## config.mk

```make
export PLATFORM = sky130hd
export DESIGN_NAME = pci_dly_target
export DESIGN_NICKNAME = d
export VERILOG_FILES = /design/src/rtl/pdt_pkg.sv /design/src/rtl/pdt_addr_decode.sv /design/src/rtl/pdt_slot.sv /design/src/rtl/pci_dly_target.sv
export SDC_FILE = /design/constraint.sdc
export NUM_CORES = 1
export LEC_CHECK = 0
export BUFFER_PORTS_ARGS = -buffer_cell sky130_fd_sc_hd__buf_2
export CORE_MARGIN = 3
export CORE_UTILIZATION = 50
export DETAILED_ROUTE_END_ITERATION = 12
export HOLD_SLACK_MARGIN = 0.12
export PLACE_DENSITY_LB_ADDON = 0.3
export SYNTH_ARGS = -nofsm -noshare
export SYNTH_HDL_FRONTEND = slang
export SYNTH_SLANG_ARGS = --single-unit
```

## constraint.sdc

```tcl
create_clock -name clk -period 6.2 [get_ports clk]
set_clock_uncertainty 0.1 [all_clocks]
set_input_delay 0.62 -clock clk [delete_from_list [all_inputs] [get_ports clk]]
set_output_delay 0.62 -clock clk [all_outputs]
set_load 0.05 [all_outputs]
```

## src/rtl/pdt_pkg.sv

```systemverilog
package pdt_pkg;
  localparam int AD_W = 32;
  localparam int BE_W = AD_W / 8;

  localparam logic [3:0] CMD_MEM_RD = 4'b0110;
  localparam logic [3:0] CMD_MEM_WR = 4'b0111;

  typedef enum logic [1:0] {
    ST_IDLE,
    ST_DECODE,
    ST_RESPOND,
    ST_RELEASE
  } bus_state_t;

  typedef struct packed {
    logic [3:0]      cmd;
    logic [AD_W-1:0] addr;
    logic [BE_W-1:0] be_n;
    logic [AD_W-1:0] wdata;
  } dly_req_t;
endpackage

```

## src/rtl/pdt_addr_decode.sv

```systemverilog
module pdt_addr_decode
  import pdt_pkg::*;
#(
  parameter logic [AD_W-1:0] BASE_ADDR = 32'h8000_0000,
  parameter int              WIN_BITS  = 12
) (
  input  logic [AD_W-1:WIN_BITS] addr_hi,
  input  logic [3:0]             cmd,
  output logic                   claim
);
  logic cmd_ok;
  logic win_ok;

  assign cmd_ok = (cmd == CMD_MEM_RD) || (cmd == CMD_MEM_WR);
  assign win_ok = (addr_hi == BASE_ADDR[AD_W-1:WIN_BITS]);
  assign claim  = cmd_ok && win_ok;
endmodule

```

## src/rtl/pdt_slot.sv

```systemverilog
module pdt_slot
  import pdt_pkg::*;
#(
  parameter int WIN_BITS     = 12,
  parameter int WORD_W       = 10,
  parameter int DISCARD_CLKS = 32768
) (
  input  logic              clk,
  input  logic              rst,
  input  dly_req_t          probe,
  input  logic              capture,
  input  logic              deliver,
  output logic              occupied,
  output logic              ready,
  output logic              same,
  output logic [AD_W-1:0]   result,
  output logic              mem_req,
  output logic              mem_we,
  output logic [WORD_W-1:0] mem_addr,
  output logic [AD_W-1:0]   mem_wdata,
  output logic [BE_W-1:0]   mem_be,
  input  logic              mem_ack,
  input  logic [AD_W-1:0]   mem_rdata
);
  localparam int TMR_W = $clog2(DISCARD_CLKS + 1);

  dly_req_t         held;
  logic             pending;
  logic [TMR_W-1:0] timer;
  logic             expire;

  // a write additionally needs identical data to count as the same request
  assign same = (held.cmd == probe.cmd) && (held.addr == probe.addr) &&
                (held.be_n == probe.be_n) &&
                (!held.cmd[0] || (held.wdata == probe.wdata));

  assign expire = ready && (timer == TMR_W'(DISCARD_CLKS - 1));

  always_ff @(posedge clk) begin
    if (rst) begin
      held     <= '0;
      occupied <= 1'b0;
      pending  <= 1'b0;
      ready    <= 1'b0;
      timer    <= '0;
      result   <= '0;
    end else begin
      if (capture && !occupied) begin
        held     <= probe;
        occupied <= 1'b1;
        pending  <= 1'b1;
        ready    <= 1'b0;
        timer    <= '0;
      end else if (pending && mem_ack) begin
        pending <= 1'b0;
        ready   <= 1'b1;
        result  <= held.cmd[0] ? '0 : mem_rdata;
      end else if (deliver || expire) begin
        occupied <= 1'b0;
        ready    <= 1'b0;
      end else if (ready) begin
        timer <= timer + 1'b1;
      end
    end
  end

  assign mem_req   = pending;
  assign mem_we    = held.cmd[0];
  assign mem_addr  = held.addr[WIN_BITS-1:2];
  assign mem_wdata = held.wdata;
  assign mem_be    = ~held.be_n;
endmodule

```

## src/rtl/pci_dly_target.sv

```systemverilog
module pci_dly_target
  import pdt_pkg::*;
#(
  parameter logic [AD_W-1:0] BASE_ADDR    = 32'h8000_0000,
  parameter int              WIN_BITS     = 12,
  parameter int              DISCARD_CLKS = 32768
) (
  input  logic                  clk,
  input  logic                  rst,
  input  logic                  frame_n,
  input  logic                  irdy_n,
  input  logic [AD_W-1:0]       ad_in,
  input  logic [BE_W-1:0]       cbe_n,
  output logic                  devsel_n,
  output logic                  trdy_n,
  output logic                  stop_n,
  output logic [AD_W-1:0]       ad_out,
  output logic                  ad_oe,
  output logic                  mem_req,
  output logic                  mem_we,
  output logic [WIN_BITS-3:0]   mem_addr,
  output logic [AD_W-1:0]       mem_wdata,
  output logic [BE_W-1:0]       mem_be,
  input  logic                  mem_ack,
  input  logic [AD_W-1:0]       mem_rdata
);
  localparam int WORD_W = WIN_BITS - 2;

  bus_state_t      state;
  logic            frame_q;
  logic [AD_W-1:0] addr_q;
  logic [3:0]      cmd_q;
  logic            claim;
  logic            addr_phase;
  logic            answer;
  logic            noop;
  logic            take;
  logic            grab;
  dly_req_t        probe;
  logic            slot_occ;
  logic            slot_ready;
  logic            slot_same;
  logic [AD_W-1:0] slot_result;

  pdt_addr_decode #(
    .BASE_ADDR(BASE_ADDR),
    .WIN_BITS (WIN_BITS)
  ) decode_i (
    .addr_hi(ad_in[AD_W-1:WIN_BITS]),
    .cmd    (cbe_n),
    .claim  (claim)
  );

  assign addr_phase  = (state == ST_IDLE) && frame_q && !frame_n;
  assign answer      = (state == ST_RESPOND) && !irdy_n;
  assign noop        = &cbe_n;
  assign take        = answer && !noop && slot_ready && slot_same;
  assign grab        = answer && !noop && !slot_occ;

  assign probe.cmd   = cmd_q;
  assign probe.addr  = addr_q;
  assign probe.be_n  = cbe_n;
  assign probe.wdata = cmd_q[0] ? ad_in : '0;

  pdt_slot #(
    .WIN_BITS    (WIN_BITS),
    .WORD_W      (WORD_W),
    .DISCARD_CLKS(DISCARD_CLKS)
  ) slot_i (
    .clk      (clk),
    .rst      (rst),
    .probe    (probe),
    .capture  (grab),
    .deliver  (take),
    .occupied (slot_occ),
    .ready    (slot_ready),
    .same     (slot_same),
    .result   (slot_result),
    .mem_req  (mem_req),
    .mem_we   (mem_we),
    .mem_addr (mem_addr),
    .mem_wdata(mem_wdata),
    .mem_be   (mem_be),
    .mem_ack  (mem_ack),
    .mem_rdata(mem_rdata)
  );

  always_ff @(posedge clk) begin
    if (rst) begin
      state    <= ST_IDLE;
      frame_q  <= 1'b1;
      addr_q   <= '0;
      cmd_q    <= '0;
      devsel_n <= 1'b1;
      trdy_n   <= 1'b1;
      stop_n   <= 1'b1;
      ad_out   <= '0;
      ad_oe    <= 1'b0;
    end else begin
      frame_q <= frame_n;
      unique case (state)
        ST_IDLE: begin
          if (addr_phase && claim) begin
            addr_q <= ad_in;
            cmd_q  <= cbe_n;
            state  <= ST_DECODE;
          end
        end
        ST_DECODE: begin
          devsel_n <= 1'b0;
          state    <= ST_RESPOND;
        end
        ST_RESPOND: begin
          if (answer) begin
            stop_n <= 1'b0;
            if (noop || take) begin
              trdy_n <= 1'b0;
              ad_oe  <= !cmd_q[0];
              ad_out <= (noop || cmd_q[0]) ? '0 : slot_result;
            end
            state <= ST_RELEASE;
          end
        end
        ST_RELEASE: begin
          devsel_n <= 1'b1;
          trdy_n   <= 1'b1;
          stop_n   <= 1'b1;
          ad_oe    <= 1'b0;
          ad_out   <= '0;
          state    <= ST_IDLE;
        end
        default: state <= ST_IDLE;
      endcase
    end
  end
endmodule

```

==> run metrics, run 1 <==
maximum clock insertion buffer count=2; clock latency on the worst-skew pair=430 ps; layout cells sized above 1=20.0%; total wire length after detailed routing=21,900 um; fin nets=1,233; DR iter-0 viols=449; Synth top area share=43.8%; xor-xnor portion of the synthesized cell area=6.39%; min-delay worst type=in -> reg; largest cells by area after synthesis=dfxtp_1, nand2_1, a21oi_1; clock-pin transition on the worst setup and hold timing paths=70 ps; combinational power share=3.5%; num rows=48; final worst slack=2750 ps; Filler Cell Count=1,587; R2R setup slack=2750 ps; Max FO, Critical Path=45; largest net degree at the start of global routing=76; Max Freq=0.290 GHz; most frequent cells in the layout=nand2_1, dfxtp_1, buf_2; Simple-Gate Fraction of Synth Area=26.1%; I/O pin count=157; syn_nets=1,158; Synth Cell Area=9050 um2; clock power share=43.3%; Most used DFF post-synth=dfxtp_1; Ys Warns=0; combinational family with the most area after synthesis=simple AND/OR/NAND/NOR gates; initial antenna violation count=0; CP required=6420 ps; area growth from synthesis to layout=11.8%; vias in the first global route=6,981; post-synthesis cell count=1,080; Slew Viols, Final=0; post_cts resized=0; Final Hold Vio Count=0; worst setup path end=slot_i.timer[12]$_SDFFE_PP0P_; Worst Max-Slew Pin Slew=1150 ps; final worst path period share=55.6%; run status=finished, final reports clean; r2r startpoint=cmd_q[0]$_SDFFE_PP0P_; pre-CTS setup slack=2790 ps; Initial Utilization=51.6%; Reg-to-Reg End=slot_i.timer[12]$_SDFFE_PP0P_; CP Capture Type=register; P_sw=0.000563 W; post-route ant nets=0; crit path DAT=3670 ps; Int Pwr=0.00182 W; setup TNS=0 ps; Syn Area/Cell=8.38 um2; adder-cell area share of the yosys netlist=0.691%; Port Buffer Count=156; Period minus WS final=3450 ps; Die Area=19,800 um2; Final Util=57.7%; first-pass GRT wire length=35,600 um; die height=141 um; Synth Area in Compound Gates=10.6%; Synth async-reset ratio=0%; Global Route Usage Sum=22.0%; worst ir drop on vdd=0.207 mV; switching portion of total power=23.6%; DR pass1 iterations=5; mux contribution to synthesized area=5.09%; PwrDens=236 nW/um2; worst-path cell chain=buf_4 -> and4bb_2 -> nand2_1 -> a32oi_1 -> nand4_1 -> nor3_2 -> nor2_1 -> a41o_1; final setup violation count=0; commonest non-fill, non-tap cell in the layout=nand2_1; clock buffer count from CTS=17; leading area contributor after synthesis=dfxtp_1; RSZ-0062 raised after global routing=false; EDFF count, synth=0; critical path type=reg -> reg; overflow left after global routing=0; vias=7,530; Lkg Pwr=4.03 nW; Critical Path Source Type=register; clk sink count=198; Worst R2R Path Depth=8; n_diodes=0; Vias per Instance=5.41; DRC=0; hold_buf cts=0; Reg power frac=53.2%; Max-slew headroom=23.3%; Post-CTS Repair Setup Buffers=0; clock root cell=clkbuf_16; Yosys reg bits=198; Netlist cell types=55; WL/cell=15.7 um; Routability Congestion=0.826; dpl hpwl=14,600 um; Die Span X=141 um; Max-Cap Viols=0; CTS tree=built; slowest cell on the critical path=dfxtp_2; critical path's largest stage delay=780 ps; H-tree depth=4; sequential-to-total area share from yosys stat=43.8%; Critical Path Source=cmd_q[0]$_SDFFE_PP0P_; Core ar.=17,500 um2
-- cell type report --
class / instances / area (um2) / share of cell area [%]
clock inverters: 14 / 113 / 1.11
inverters: 12 / 45.0 / 0.445
clock buffers: 18 / 429 / 4.24
flip-flops and latches: 198 / 3970 / 39.2
multi-input cells: 761 / 4440 / 43.8
well taps: 225 / 282 / 2.78
repair buffers: 165 / 851 / 8.41
-- how the worst min path moves through the flow --
stage / start / to / depth (start not counted)
floorplan: slot_i.result[0]$_SDFFE_PP0P_ / ad_out[0]$_SDFFE_PP0P_ / 2
global placement: ad_out[21]$_SDFFE_PP0P_ / ad_out[21]$_SDFFE_PP0P_ / 2
detailed placement: slot_i.result[24]$_SDFFE_PP0P_ / ad_out[24]$_SDFFE_PP0P_ / 2
CTS: frame_n / frame_q$_SDFF_PP1_ / 2
global route: frame_n / frame_q$_SDFF_PP1_ / 2
finish: frame_n / frame_q$_SDFF_PP1_ / 2
-- power by group through the flow --
stage	Clock, W	Sequential (W)	Combinational, W
floorplan	0	0.00130	0.0000346
global placement	0	0.00130	0.0000821
detailed placement	0	0.00130	0.0000825
CTS	0.00105	0.00127	0.0000830
global route	0.00110	0.00127	0.0000902
finish	0.00103	0.00127	0.0000831
-- cells in the mapped netlist, drive strengths merged, types with 2 or more instances --
master	number
mux2i	46
a31oi	2
xnor2	57
a41o	2
a32oi	8
o21ai	20
nor2	96
clkbuf	51
a31o	5
and3	4
a2bb2oi	7
xor2	9
nand2	214
nand4	25
nor4b	2
a21oi	111
inv	12
and4bb	15
nor3b	34
and2	21
and4	2
buf	58
or2	2
nor4	12
ha	5
nand3	43
dfxtp	198
nor3	4
nand2b	3
-- per-stage QoR --
stage / cells / hold WS [ps] / area [um2] / power [W]
2_1_floorplan: 1080 / 335 / 9050 / 0.00134
3_3_place_gp: 1361 / 341 / 9580 / 0.00138
3_5_place_dp: 1361 / 348 / 9580 / 0.00138
4_1_cts: 1393 / 281 / 10100 / 0.00241
5_1_grt: 1393 / 290 / 10100 / 0.00246
6_report: 1393 / 297 / 10100 / 0.00239
-- sequential cells by signal, indices dropped and copies added, names as in the netlist, 2 cells and up --
signal            cells
slot_i.result        32
slot_i.held          29
slot_i.timer         16
slot_i.mem_wdata     32
addr_q               32
state                 2
slot_i.mem_addr      10
cmd_q                 4
ad_out               32
-- kinds of logic (layout without fill, tap and decap cells) --
group	Yosys count	after routing
simple gates	481	481
flops	198	198
xor+xnor	66	66
compound gates	163	163
fa+ha+maj	5	5
mux	46	46
buf+inv	121	209
-- worst max-delay path, delay by kind of cell, from the launching register on --
family                 cells  cell delay [ps]
AO/OA/AOI/OAI              2              510
buffers and inverters      1              480
AND/OR/NAND/NOR            5             1450
flip-flops                 1              780
-- per-layer routing --
metal / vias to the layer above / track usage, % / share of wire (%)
met1: 3551 / 28.9 / 45
met3: 25 / 6.11 / 7.0
met2: 185 / 35.4 / 47
met4: 0 / 6.83 / 1.7
met5: - / 0 / 0
li1: 3769 / - / -
Note: power is estimated with default switching activity, not from simulation.
==> run 2, diff against run 1 <==
--- a/config.mk
+++ b/config.mk
@@ -5,6 +5,7 @@
 export SDC_FILE = /design/constraint.sdc
 export NUM_CORES = 1
 export LEC_CHECK = 0
+export ABC_AREA = 1
 export BUFFER_PORTS_ARGS = -buffer_cell sky130_fd_sc_hd__buf_2
 export CORE_MARGIN = 3
 export CORE_UTILIZATION = 50
==> constraint.sdc (replaced) <==
create_clock -name clk -period 3.35 [get_ports clk]
set_clock_uncertainty 0.1 [all_clocks]
set_input_delay 0.335 -clock clk [delete_from_list [all_inputs] [get_ports clk]]
set_output_delay 0.335 -clock clk [all_outputs]
set_load 0.05 [all_outputs]
==> run metrics, run 2 <==
run status=finished, final reports clean; xor-xnor portion of the synthesized cell area=2.28% (-4.1 points); Worst R2R Path Depth=9 (+1); largest net degree at the start of global routing=121 (+59%); Netlist cell types=32 (-42%); Yosys reg bits=198 (unchanged); CP Capture Type=register; most frequent cells after synthesis=nand2_1, dfxtp_1, inv_1, a21oi_1, nor2_1; CTS tree=built; Core ar.=18,800 um2 (+7.0%); Vias per Instance=5.06 (-6.4%); DR iter-0 viols=580 (+29%); clock root cell=clkbuf_16; clock latency on the worst-skew pair=440 ps (about the same); Worst Max-Slew Pin Slew=1080 ps (-69.0 ps); Int Pwr=0.00363 W (+99%); maximum clock insertion buffer count=2 (unchanged); Synth async-reset ratio=0% (unchanged); first-pass GRT wire length=39,200 um (+10%); sequential-to-total area share from yosys stat=41.3% (-2.5 points); Final Hold Vio Count=0 (unchanged); combinational family with the most area after synthesis=simple AND/OR/NAND/NOR gates; critical path type=reg -> reg; r2r startpoint=state[0]$_SDFFE_PP0P_; overall power=0.00468 W (+96%); syn_nets=1,468 (+27%); combinational power share=3.9% (+0.4 points); P_sw=0.00105 W (+86%); Global Route Usage Sum=22.9% (+0.90 points); final setup violation count=0 (unchanged); commonest non-fill, non-tap cell in the layout=nand2_1; switching portion of total power=22.4% (-1.2 points); vias=8,955 (+19%); adder-cell area share of the yosys netlist=0.652% (-0.039 points); Synth Area in Compound Gates=12.7% (+2.1 points); Filler Cell Count=1,695 (+6.8%); Slew Viols, Final=0 (unchanged); Lkg Pwr=5.20 nW (+29%); Register Area=3970 um2 (unchanged); R2R setup slack=660 ps (-2100 ps); Die Span X=145 um (+2.8%); most frequent cells in the layout=nand2_1, dfxtp_1, inv_1; area growth from synthesis to layout=18.6%; mux contribution to synthesized area=0% (-5.1 points); Simple-Gate Fraction of Synth Area=28.5% (+2.4 points); layout cells sized above 1=15.4% (-4.6 points); Reg-to-Reg End=slot_i.mem_wdata[16]$_SDFFE_PP0P_; clock buffer count from CTS=17 (unchanged); post-synthesis cell count=1,390 (+29%); PwrDens=412 nW/um2 (+75%); Reg power frac=50.3% (-2.9 points); n_diodes=0 (unchanged); die height=145 um (+2.8%); Die Area=20,900 um2 (+5.7%); min-delay worst type=in -> reg; worst ir drop on vdd=0.318 mV (+53%); Port Buffer Count=156 (unchanged); clock-pin transition on the worst setup and hold timing paths=70 ps (about the same); vias in the first global route=8,172 (+17%); CP required=3600 ps (-2820 ps); crit path DAT=2940 ps (-730 ps); most common cell in the netlist=nand2_1; Max Freq=0.371 GHz (+28%); RSZ-0062 raised after global routing=false; final worst path period share=80.4% (+25 points); fin nets=1,601 (+30%); Syn Area/Cell=6.90 um2 (-18%); EDFF count, synth=0 (unchanged); DRC=0 (unchanged); H-tree depth=4 (unchanged); area of the multi-input gates=4250 um2 (-4.3%); Ys Warns=0 (unchanged); num rows=50 (+4.2%); Routability Congestion=0.926 (+12%); DR pass1 iterations=6 (+1); total wire length after detailed routing=24,200 um (+10%); overflow left after global routing=0 (unchanged); Max-Cap Viols=0 (unchanged); leading area contributor after synthesis=dfxtp_1; Period minus WS final=2690 ps (-754 ps); Max FO, Critical Path=120 (+170%); I/O pin count=157 (unchanged); worst setup path end=slot_i.mem_wdata[16]$_SDFFE_PP0P_; Critical Path Source=state[0]$_SDFFE_PP0P_; largest cells by area after synthesis=dfxtp_1, nand2_1, a21oi_1; Most used DFF post-synth=dfxtp_1; Critical Path Source Type=register; setup TNS=0 ps (unchanged); dpl hpwl=15,700 um (+7.5%); clock power share=45.9% (+2.6 points); Initial Utilization=51.1% (-0.51 points); post_cts resized=0 (unchanged); Max-slew headroom=28.1% (+4.8 points); initial antenna violation count=0 (unchanged); Synth top area share=41.3% (-2.5 points); Synth Cell Area=9590 um2 (+6.0%); clk sink count=198 (unchanged); WL/cell=13.7 um (-13%); post-route ant nets=0 (unchanged)
==> run 2: changes by cell type after synthesis, sizes merged, moves of 21 or more <==
cell   change
inv      +175
nand2     +86
nor2      +41
xnor2     -51
a21oi     +40
o21ai     +55
mux2i     -46
nand3     +68
and2      -21
nor3b     -34
==> run 2: how the worst min path moves through the flow <==
stage,start,end,slack [ps],cells after the start
after floorplan,slot_i.occupied$_SDFFE_PP0P_,slot_i.occupied$_SDFFE_PP0P_,340,2
after global placement,devsel_n$_SDFFE_PP1P_,devsel_n$_SDFFE_PP1P_,350,2
after detailed placement,slot_i.result[16]$_SDFFE_PP0P_,slot_i.result[16]$_SDFFE_PP0P_,360,2
after CTS,ad_in[8],addr_q[8]$_SDFFE_PP0P_,120,3
after global routing,ad_in[8],addr_q[8]$_SDFFE_PP0P_,130,3
final,ad_in[8],addr_q[8]$_SDFFE_PP0P_,130,3
==> run 2: worst max-delay path, cell delays in order (launching register included) <==
cell,delay [ps]
dfxtp_1,330
inv_1,100
ha_1,200
inv_1,90
nor2_2,200
o21ai_0,230
nor2_4,140
buf_4,820
o21ai_0,180
a21oi_1,190
==> run 2: cell type report <==
class	count	area share, %
multi-input cells	885	37.4
flip-flops and latches	198	34.9
repair buffers	234	13.6
inverters	187	6.17
clock buffers	17	3.74
well taps	234	2.57
clock inverters	15	1.68
==> run 2: metal layers <==
| layer | share of wire [%] | global-route usage, % | wire length, um | vias to the layer above |
|---|---|---|---|---|
| met5 | 0 | 0 | 0 | - |
| met4 | 3.1 | 9.03 | 756 | 0 |
| met3 | 4.9 | 3.90 | 1180 | 48 |
| met2 | 46 | 36.4 | 11100 | 237 |
| met1 | 46 | 31.2 | 11200 | 4035 |
| li1 | - | - | - | 4635 |
==> run 2: power groups by stage <==
stage | logic, W | registers [W] | clock network [W]
final | 0.000182 | 0.00235 | 0.00215
after global routing | 0.000195 | 0.00235 | 0.00229
after CTS | 0.000178 | 0.00235 | 0.00219
after detailed placement | 0.000121 | 0.00241 | 0
after global placement | 0.000122 | 0.00241 | 0
after floorplan | 0.0000457 | 0.00241 | 0
==> run 2: stage by stage <==
step           instance area (um2)  cells  util [%]  worst slack, ps  hold WS (ps)
2_1_floorplan                 9590   1390         -             1150           339
3_3_place_gp                 10100   1676      54.0              828           350
3_5_place_dp                 10100   1676      54.0              713           356
4_1_cts                      11400   1770      60.6              693           122
5_1_grt                      11400   1770      60.6              363           128
6_report                     11400   1770      60.6              656           133
==> run 2: timing repair <==
item	CTS	global route
endpoints found under the hold margin	66	0
setup endpoints to repair	0	0
hold buffers	62	0
buffers inserted	0	0
==> run 2: cell families after synthesis <==
group | Yosys count
DFF | 198
AOI/OAI and AO/OA | 238
adders and majority gates | 5
buffers and inverters | 307
and+or+nand+nor | 617
xor gates and xnor gates | 25
==> run 3, diff against run 2 <==
==> constraint.sdc (replaced) <==
create_clock -name clk -period 2.3 [get_ports clk]
set_clock_uncertainty 0.1 [all_clocks]
set_input_delay 0.23 -clock clk [delete_from_list [all_inputs] [get_ports clk]]
set_output_delay 0.23 -clock clk [all_outputs]
set_load 0.05 [all_outputs]
==> run metrics, run 3 (synthesis gave the netlist of run 2 again) <==
Final Hold Vio Count=0 (unchanged); Worst Max-Slew Pin Slew=750 ps (-327 ps); num rows=50 (unchanged); Reg power frac=50.1% (-0.2 points); clock root cell=clkbuf_16; WL/cell=14.1 um (+3.1%); worst ir drop on vdd=0.496 mV (+56%); dpl cells=1,696 (+1.2%); worst-path cell chain=buf_6 -> nand2_1 -> nand2_1 -> nand2_1 -> inv_1 -> nand2_1 -> nor2_1 -> nand2_1 -> nor2_1 -> nand2_1 -> nand2_2 -> nand2_4 -> nand2_8 -> nand2_8 -> clkbuf_16 -> a21oi_1 -> nor2_1; final worst slack=56.1 ps (-600 ps); overflow left after global routing=0 (unchanged); Port Buffer Count=156 (unchanged); H-tree depth=4 (unchanged); Period minus WS final=2240 ps (-450 ps); die height=145 um (unchanged); CTS tree=built; area growth from synthesis to layout=24.6%; fin nets=1,641 (+2.5%); clock power share=45.6% (-0.3 points); Die Area=20,900 um2 (unchanged); clock buffer count from CTS=17 (unchanged); DR pass1 iterations=5 (-1); setup TNS=0 ps (unchanged); DR iter-0 viols=635 (+9.5%); n_diodes=0 (unchanged); Global Route Usage Sum=23.3% (+0.33 points); combinational power share=4.3% (+0.4 points); initial antenna violation count=0 (unchanged); CP Capture Type=register; Slew Viols, Final=0 (unchanged); r2r startpoint=cmd_q[0]$_SDFFE_PP0P_; Max-Cap Viols=0 (unchanged); Core ar.=18,800 um2 (unchanged); Max-slew headroom=50.0% (+22 points); critical path's largest stage delay=400 ps (-420 ps); RSZ-0062 raised after global routing=true; final worst path period share=97.6% (+17 points); pre-CTS setup slack=43.2 ps (-669 ps); switching portion of total power=21.4% (-1.0 points); dpl hpwl=16,100 um (+2.7%); CP required=2530 ps (-1070 ps); hold_sp=ad_in[19]; area of the multi-input gates=4340 um2 (+2.1%); post-route ant nets=0 (unchanged); Reg-to-Reg End=ad_out[6]$_SDFFE_PP0P_; I/O pin count=157 (unchanged); Finished Layout Cells=1,807 (+2.1%); run status=finished, final reports clean; vias=9,295 (+3.8%); crit path DAT=2480 ps (-460 ps); first-pass GRT wire length=39,600 um (+0.95%); Max Freq=0.446 GHz (+20%); commonest non-fill, non-tap cell in the layout=nand2_1; Worst R2R Path Depth=17 (+8); Initial Utilization=51.1% (unchanged); vias in the first global route=8,220 (+0.59%); clk sink count=198 (unchanged); WHS Endpoint=slot_i.mem_wdata[19]$_SDFFE_PP0P_; Critical Path Source Type=register; PwrDens=572 nW/um2 (+39%); hold depth=5 (+2); DRC=0 (unchanged); min-delay worst type=in -> reg; layout cells sized above 1=17.9% (+2.4 points); largest net degree at the start of global routing=121 (unchanged); Worst path most repeated cell=nand2_1; most frequent cells in the layout=nand2_1, dfxtp_1, inv_1; clock-pin transition on the worst setup and hold timing paths=70 ps (about the same); Int Pwr=0.00538 W (+48%); slowest cell on the critical path=dfxtp_4; critical path type=reg -> reg; Die Span X=145 um (unchanged); Hold Slack=158 ps (+24.7 ps); Filler Cell Count=1,661 (-2.0%); R2R setup slack=60 ps (-600 ps); clock latency on the worst-skew pair=440 ps (about the same); Routability Congestion=0.917 (-1.0%); Vias per Instance=5.14 (+1.7%); total wire length after detailed routing=25,400 um (+5.2%); Lkg Pwr=5.49 nW (+5.6%); P_sw=0.00146 W (+39%); Max FO, Critical Path=17 (-86%); Register Area=3970 um2 (+0.13%); maximum clock insertion buffer count=2 (unchanged); final setup violation count=0 (unchanged)
## run 3: cell types whose count changed in the layout (fill, tap and decap cells not counted), moves of 3 or more
cell,delta
clkinv_2,+3
a21oi_2,+5
clkbuf_16,+5
dlygate4sd3_1,+8
a21oi_1,-5
buf_6,+3
buf_8,+3
buf_4,+15
buf_12,+5
clkinvlp_4,-4
## run 3: through the flow
stage | cell area, um2 | utilization (%) | total power, W
after floorplan | 9590 | - | 0.00357
after global placement | 10300 | 55.1 | 0.00369
after detailed placement | 10300 | 55.1 | 0.00369
after CTS | 11700 | 62.1 | 0.00688
after global routing | 12000 | 63.7 | 0.00703
final | 12000 | 63.7 | 0.00684
## run 3: repair_timing
| item | in CTS | in global routing |
|---|---|---|
| endpoints found under the hold margin | 86 | 0 |
| hold buffers | 70 | 0 |
| endpoints found under the setup margin | 0 | 39 |
| buffers inserted | 0 | 4 |
| gates resized for setup | 0 | 29 |
## run 3: how the worst max path moves through the flow
stage / startpoint / end / cells after the start
floorplan: state[0]$_SDFFE_PP0P_ / ad_out[10]$_SDFFE_PP0P_ / 17
global placement: state[0]$_SDFFE_PP0P_ / ad_out[20]$_SDFFE_PP0P_ / 16
detailed placement: state[0]$_SDFFE_PP0P_ / ad_out[17]$_SDFFE_PP0P_ / 16
CTS: state[0]$_SDFFE_PP0P_ / ad_out[17]$_SDFFE_PP0P_ / 16
global route: cmd_q[0]$_SDFFE_PP0P_ / ad_out[6]$_SDFFE_PP0P_ / 15
finish: cmd_q[0]$_SDFFE_PP0P_ / ad_out[6]$_SDFFE_PP0P_ / 17
## run 3: power by group through the flow
| stage | Combinational, W | Sequential, W | Clock (W) |
|---|---|---|---|
| 2_1_floorplan | 0.0000666 | 0.00351 | 0 |
| 3_3_place_gp | 0.000185 | 0.00351 | 0 |
| 3_5_place_dp | 0.000184 | 0.00351 | 0 |
| 4_1_cts | 0.000276 | 0.00343 | 0.00318 |
| 5_1_grt | 0.000312 | 0.00342 | 0.00329 |
| 6_report | 0.000291 | 0.00343 | 0.00312 |
## run 3: cell type report
class | instances | share of cell area, %
clock inverters | 12 | 1.49
repair buffers | 273 | 17.1
flip-flops and latches | 198 | 33.2
clock buffers | 17 | 3.56
inverters | 187 | 5.87
well taps | 234 | 2.45
multi-input cells | 886 | 36.3
## run 3: worst max-delay path: cells and delay by family (launching register included)
kind,cells,cell delay [ps]
AO/OA/AOI/OAI,1,120
AND/OR/NAND/NOR,13,1080
buffers and inverters,3,410
flip-flops,1,400
## run 3: layer usage
layer | vias to the layer above | part of all wire (%) | track usage [%]
met3 | 54 | 4.6 | 3.67
met2 | 257 | 47 | 37.8
met4 | 0 | 2.6 | 8.39
met1 | 4252 | 45 | 31.5
met5 | - | 0 | 0
li1 | 4732 | - | -
